<file path="config.mk">
export PLATFORM = sky130hd
export DESIGN_NAME = tmr_shared_port
export DESIGN_NICKNAME = d
export VERILOG_FILES = /design/src/rtl/tmr_shared_port_pkg.sv /design/src/rtl/tmr_shared_port_ctrl.sv /design/src/rtl/tmr_shared_port_dpath.sv /design/src/rtl/tmr_shared_port.sv
export SDC_FILE = /design/constraint.sdc
export NUM_CORES = 1
export LEC_CHECK = 0
export BUFFER_PORTS_ARGS = -buffer_cell sky130_fd_sc_hd__buf_2
export CAP_MARGIN = 20
export CORE_UTILIZATION = 45
export CTS_CLUSTER_SIZE = 12
export DETAILED_ROUTE_END_ITERATION = 12
export HOLD_SLACK_MARGIN = 0.03
export PLACE_DENSITY = 0.88
export SLEW_MARGIN = 20
export SYNTH_ARGS = -nofsm -noshare
export SYNTH_HDL_FRONTEND = slang
export SYNTH_SLANG_ARGS = --single-unit
</file>
<file path="constraint.sdc">
create_clock -name clk -period 1.04 [get_ports clk]
set_input_delay 0.104 -clock clk [delete_from_list [all_inputs] [get_ports clk]]
set_output_delay 0.104 -clock clk [all_outputs]
set_load 0.01 [all_outputs]
</file>
<file path="src/rtl/tmr_shared_port_pkg.sv">
package tmr_shared_port_pkg;
  localparam logic ADDR_DATA = 1'b0;
  localparam logic ADDR_DIR  = 1'b1;

  typedef struct packed {
    logic wrData;
    logic wrDir;
    logic rdDir;
  } portStrobe_t;
endpackage

</file>
<file path="src/rtl/tmr_shared_port_ctrl.sv">
module tmr_shared_port_ctrl
  import tmr_shared_port_pkg::*;
(
  input  logic        busAddr,
  input  logic        busWrEn,
  output portStrobe_t strobe
);
  always_comb begin
    strobe.wrData = busWrEn && (busAddr == ADDR_DATA);
    strobe.wrDir  = busWrEn && (busAddr == ADDR_DIR);
    strobe.rdDir  = (busAddr == ADDR_DIR);
  end
endmodule

</file>
<file path="src/rtl/tmr_shared_port_dpath.sv">
module tmr_shared_port_dpath
  import tmr_shared_port_pkg::*;
#(
  parameter int WIDTH       = 8,
  parameter int SYNC_STAGES = 2
) (
  input  logic             clk,
  input  logic             rstN,
  input  portStrobe_t      strobe,
  input  logic [WIDTH-1:0] busWdata,
  input  logic [WIDTH-1:0] timerOwn,
  input  logic [WIDTH-1:0] timerOut,
  input  logic [WIDTH-1:0] pinIn,
  output logic [WIDTH-1:0] pinOut,
  output logic [WIDTH-1:0] pinOe,
  output logic [WIDTH-1:0] syncPin,
  output logic [WIDTH-1:0] busRdata
);
  localparam int LAST_STAGE = SYNC_STAGES - 1;

  logic [WIDTH-1:0] dataLatch;
  logic [WIDTH-1:0] dirReg;
  logic [WIDTH-1:0] syncStage [SYNC_STAGES];
  logic [WIDTH-1:0] portView;

  // Latch and direction always accept writes, even under timer ownership.
  always_ff @(posedge clk or negedge rstN) begin
    if (!rstN) begin
      dataLatch <= '0;
      dirReg    <= '0;
    end else begin
      if (strobe.wrData) dataLatch <= busWdata;
      if (strobe.wrDir)  dirReg    <= busWdata;
    end
  end

  // Pin level synchronizer chain.
  always_ff @(posedge clk or negedge rstN) begin
    if (!rstN) syncStage[0] <= '0;
    else       syncStage[0] <= pinIn;
  end

  for (genvar s = 1; s < SYNC_STAGES; s++) begin : g_sync
    always_ff @(posedge clk or negedge rstN) begin
      if (!rstN) syncStage[s] <= '0;
      else       syncStage[s] <= syncStage[s-1];
    end
  end

  assign syncPin = syncStage[LAST_STAGE];

  // Per-bit drive source and read-back source.
  for (genvar b = 0; b < WIDTH; b++) begin : g_bit
    always_comb begin
      pinOe[b]    = timerOwn[b] | dirReg[b];
      pinOut[b]   = timerOwn[b] ? timerOut[b] : dataLatch[b];
      portView[b] = dirReg[b] ? dataLatch[b] : syncPin[b];
    end
  end

  assign busRdata = strobe.rdDir ? dirReg : portView;
endmodule

</file>
<file path="src/rtl/tmr_shared_port.sv">
module tmr_shared_port
  import tmr_shared_port_pkg::*;
#(
  parameter int WIDTH       = 8,
  parameter int SYNC_STAGES = 2
) (
  input  logic             clk,
  input  logic             rstN,
  input  logic             busAddr,
  input  logic             busWrEn,
  input  logic [WIDTH-1:0] busWdata,
  output logic [WIDTH-1:0] busRdata,
  input  logic [WIDTH-1:0] timerOwn,
  input  logic [WIDTH-1:0] timerOut,
  input  logic [WIDTH-1:0] pinIn,
  output logic [WIDTH-1:0] pinOut,
  output logic [WIDTH-1:0] pinOe,
  output logic [WIDTH-1:0] syncPin
);
  portStrobe_t strobe;

  tmr_shared_port_ctrl u_ctrl (
    .busAddr (busAddr),
    .busWrEn (busWrEn),
    .strobe  (strobe)
  );

  tmr_shared_port_dpath #(
    .WIDTH       (WIDTH),
    .SYNC_STAGES (SYNC_STAGES)
  ) u_dpath (
    .clk      (clk),
    .rstN     (rstN),
    .strobe   (strobe),
    .busWdata (busWdata),
    .timerOwn (timerOwn),
    .timerOut (timerOut),
    .pinIn    (pinIn),
    .pinOut   (pinOut),
    .pinOe    (pinOe),
    .syncPin  (syncPin),
    .busRdata (busRdata)
  );
endmodule

</file>
### Yosys cells after proc, flatten, opt, wreduce, memory -nomap -nowiden

Index checks and enable logic that the tools add are counted.

| storage, ports and cells | value |
|---|---|
| latch bits | 0 |
| logic and storage cells | 32 |
| bits in writable memories | 0 |
| memories kept | 0 |
| register bits | 32 |
| bits in read-only memories | 0 |

| operators by class | value |
|---|---|
| order comparisons | 0 |
| multiply operators | 0 |
| shift operators | 0 |
| muxes and demuxes | 17 |
| $add $sub $neg | 0 |
| div/mod/pow operators | 0 |
| reductions and logical operators | 2 |
| eq/ne operators | 0 |
| bitwise gates (word level) | 9 |

Operator list:

| kind | number |
|---|---|
| 2-to-1 mux 1 bit | 16 |
| 2-to-1 mux 8 bit | 1 |
| bitwise OR 1 bit | 8 |
| logical AND 1 bit | 2 |
| inverter 1 bit | 1 |

### Longest topological paths before layout

| depth | value |
|---|---|
| depth after elaboration | 2 |
| depth in mapped cells | 4 |
| mapped depth without buffers | 2 |

### Hierarchy

From an unflattened synthesis, not the netlist that was laid out.

| unflattened totals | value |
|---|---|
| cells, all modules | 102 |
| area, all modules | 1432.6 um^2 |

Modules (own cells, without submodules):

| module | area an instance (um^2) | instances | seq. area each (um^2) | cells each |
|---|---|---|---|---|
| tmr_shared_port_dpath | 1408.9 | 1 | 800.8 | 99 |
| tmr_shared_port_ctrl | 23.8 | 1 | 0.0 | 3 |

### Worst setup path before layout

No wires, ideal clock.

| timing | value |
|---|---|
| path type | input to register |
| from | input busAddr |
| to | register u_dpath.dataLatch[0] |
| slack | 0.166 ns |
| setup time | 0.125 ns |
| stages on the path | 4 |
| arrival time | 0.749 ns |
| path buffers | 2 |
| data required time | 0.915 ns |
| path through | buf_6 -> nor2b_4 -> buf_6 -> mux2_4 |

| between the ends | value |
|---|---|
| word-level cells in the longest chain between the ends | 2 |

RTL lines:

| item | line | RTL |
|---|---|---|
| start, declared | tmr_shared_port.sv:9 | `input logic busAddr,` |
| inverter 1 bit | tmr_shared_port_ctrl.sv:9 | `strobe.wrData = busWrEn && (busAddr == ADDR_DATA);` |
| logical AND 1 bit | tmr_shared_port_ctrl.sv:9 |  |
| end signal, assigned | tmr_shared_port_dpath.sv:32 | `if (strobe.wrData) dataLatch <= busWdata;` |
| end, declared | tmr_shared_port_dpath.sv:21 | `logic [WIDTH-1:0] dataLatch;` |

No other way between the ends.
A chain may end at the register's enable or synchronous reset.

### Worst setup path in the final report

| timing | value |
|---|---|
| from | register u_dpath.dataLatch[2] |
| to | output pinOut[2] |

| between the ends | value |
|---|---|
| word-level cells in the longest chain between the ends | 1 |

RTL lines:

| item | line | RTL |
|---|---|---|
| 2-to-1 mux 1 bit | tmr_shared_port_dpath.sv:56 | `pinOut[b] = timerOwn[b] ? timerOut[b] : dataLatch[b];` |
| end, declared | tmr_shared_port.sv:16 | `output logic [WIDTH-1:0] pinOut,` |

No other way between the ends.

==> metrics.txt <==
Area growth syn-to-layout=54.73%; dpl ws=roughly 0.046 ns; P per Cell Area=roughly 1500 nW/µm²; # Max-Cap Violations=0; reg-to-reg slack, setup=approximately 0.1 ns; delay-heaviest family, CP=flip-flops; GPL Wtd Cong=approximately 0.67; initial core utilization=49.05%; Syn Nets=~140; Worst-path clk slew=around 0.1 ns; Seq cells post-synth=32; Seq/Total Area, Yosys=around 58%; dpl hpwl=approximately 2.2 mm; most numerous cell in the Yosys netlist=dfrtp_1; CP Data Required Time=roughly 0.94 ns; worst reg2reg path depth=2; Worst Hold Class=primary input to async pin; CP cell instances=mux2_4 > buf_6; violated checks=DRC, setup timing; Max Slew Vio Count=0; Inserted Clock Buffers=5; clock skew=0.003092 ns; ys async rst share=between 90% and 100%; antenna-violating nets left=0; clk buf depth=2; outcome=complete, but fails checks; via-per-instance ratio=between 4 and 5; Max VDD drop=between 0.001 and 0.0015 V; final setup margin=-0.2663 ns; Post-synth top flop=dfrtp_1; synth cell count leaders=dfrtp_1, mux2_2, o21ai_0; vias in the first global route=approximately 1.2k; Avg Inst Size Synth=13.74 µm²; io pins=roughly 70; fillcell total=175; Worst Path Class, Setup=flop to primary output; H-tree levels=2; largest cells by area after synthesis=dfrtp_1, mux2_2, mux2_4, o21ai_0, buf_4; Fin. Hold Viols=0; Worst Hold Slack=~0.19 ns; vias post-DR=1106; CP arrival=between 1 and 1.5 ns; row count=19; All-Layer GR Usage=approximately a quarter; Clock Tree Root=clkbuf_4; Worst-Skew Late Latency=roughly 0.34 ns; final non-filler cell total=between 200 and 250; slew margin rel.=approximately three quarters; Inst Count DP=about 190; initial drt markers=26; FF-to-FF End=u_dpath.dirReg[5]; diodes inserted=0; Min Clock Period, post-route=1.306 ns; crit path launch type=flop; Die ar.=around 3300 µm²; I/O Buffers=67; crit end category=primary output; Core Box Area=between 2000 and 3000 µm²; initial antenna violation count=0; worst path bufs/invs=1; total routed wirelength=3.650 mm; CTS sink cnt=32; share of cells above drive strength 1=62.30%; Pre-Repair DR Iteration Count=8; Slowest cell on crit path=dfrtp_1; largest net degree at the start of global routing=18; RSZ-0062 raised after global routing=yes; area leader, netlist=dfrtp_1; first-pass GRT wire length=5.761 mm; final period utilization=125.6%; chip width=approximately 58 µm; final routed DRC violation total=3; TritonCTS clock tree=done; crit-path max FO=3; Unique masters post-synth=12; FMAX=approximately 0.77 GHz; Total Nets Final=approximately 230; Die H=57.53 µm; Yosys Warn Count=0; final setup vio count=24; Pleak=1.045 nW; RR Startpoint=u_dpath.dirReg[5]; wire per inst=around 16 µm; Worst-Margin Slew=0.3817 ns; highest cell delay on the worst timing path=0.44 ns; PnR Total Power=~3.1 mW; design area=between 2000 and 2500 µm²; dpl cell area=between 1500 and 2000 µm²; total global routing overflow=0; Synth top area share=between 50 and 60%; Cell Area, Synth=about 1400 µm²; number of enable flip-flop cells after synthesis=0; Cells after Synth=101
## per-stage QoR
step,utilization [%],setup TNS (ns)
after floorplan,-,0
after global routing,75.90,-6.048
after detailed placement,60.90,0
final,75.90,-4.840
after global placement,60.90,0
after CTS,74.88,-4.584
## what timing repair did
action | in CTS | in global routing
hold buffers | 17 | 0
endpoints found under the hold margin | 53 | 0
resized for setup | 38 | 8
endpoints found under the setup margin | 24 | 24
cloned | 0 | 0
pin swaps | 8 | 3
buffers inserted | 6 | 0
## cell families (layout without fill, tap and decap cells)
| kind of cell | Yosys count | after routing | synth area share, % |
|---|---|---|---|
| buf+inv | 11 | 101 | 6.222 |
| mux | 24 | 24 | 21.64 |
| compound gates | 16 | 16 | 5.771 |
| simple gates | 18 | 18 | 8.657 |
| flops | 32 | 32 | 57.71 |
## cells in the final DEF, fill, tap and decap left out, drive strengths merged
cell type	instances
o21ai	16
nand2	1
nor2b	1
or2	8
nand2b	8
dlygate4sd3	17
clkbuf	8
dfrtp	32
mux2	24
buf	76
## where the power goes
group | switching, mW | internal [mW]
clock | 0.416 | 0.333
sequential | 0.110 | 1.37
combinational | 0.342 | 0.549
total | 0.869 | 2.25
## worst max path at each step
| stage | startpoint | end | slack (ns) | cells past startpoint |
|---|---|---|---|---|
| after CTS | u_dpath.dataLatch[6] | pinOut[6] | -0.23 | 2 |
| after detailed placement | busAddr | u_dpath.dirReg[5] | 0.05 | 3 |
| after floorplan | busAddr | u_dpath.dataLatch[0] | 0.17 | 4 |
| after global routing | u_dpath.dataLatch[2] | pinOut[2] | -0.30 | 2 |
| final | u_dpath.dataLatch[2] | pinOut[2] | -0.27 | 2 |
| after global placement | busAddr | u_dpath.dataLatch[3] | 0.06 | 4 |
## cell type report
cell class	count	area [µm²]	area share, %
clock buffers	8	58.81	2.739
multi-input cells	58	543.0	25.29
flip-flops and latches	32	800.8	37.30
well taps	31	38.79	1.807
repair buffers	93	705.7	32.87
## registers in the layout, indices dropped and copies added (netlist names)
name,flops
u_dpath.dataLatch,8
u_dpath.syncStage,8
u_dpath.syncPin,8
u_dpath.dirReg,8
## per-layer routing
layer  track usage [%]  vias up  part of all wire [%]
li1                  -      515                     -
met1             27.11      534                    38
met2             44.52       48                    54
met3             5.669        9                   5.2
met4             15.68        0                   2.5
met5                 0        -                     0
## worst register-to-register path: stages, from the launching register on
cell and delay (ns):
dfrtp_1 0.42, buf_4 0.15, mux2_2 0.27
Power figures use the tool's default switching activity.
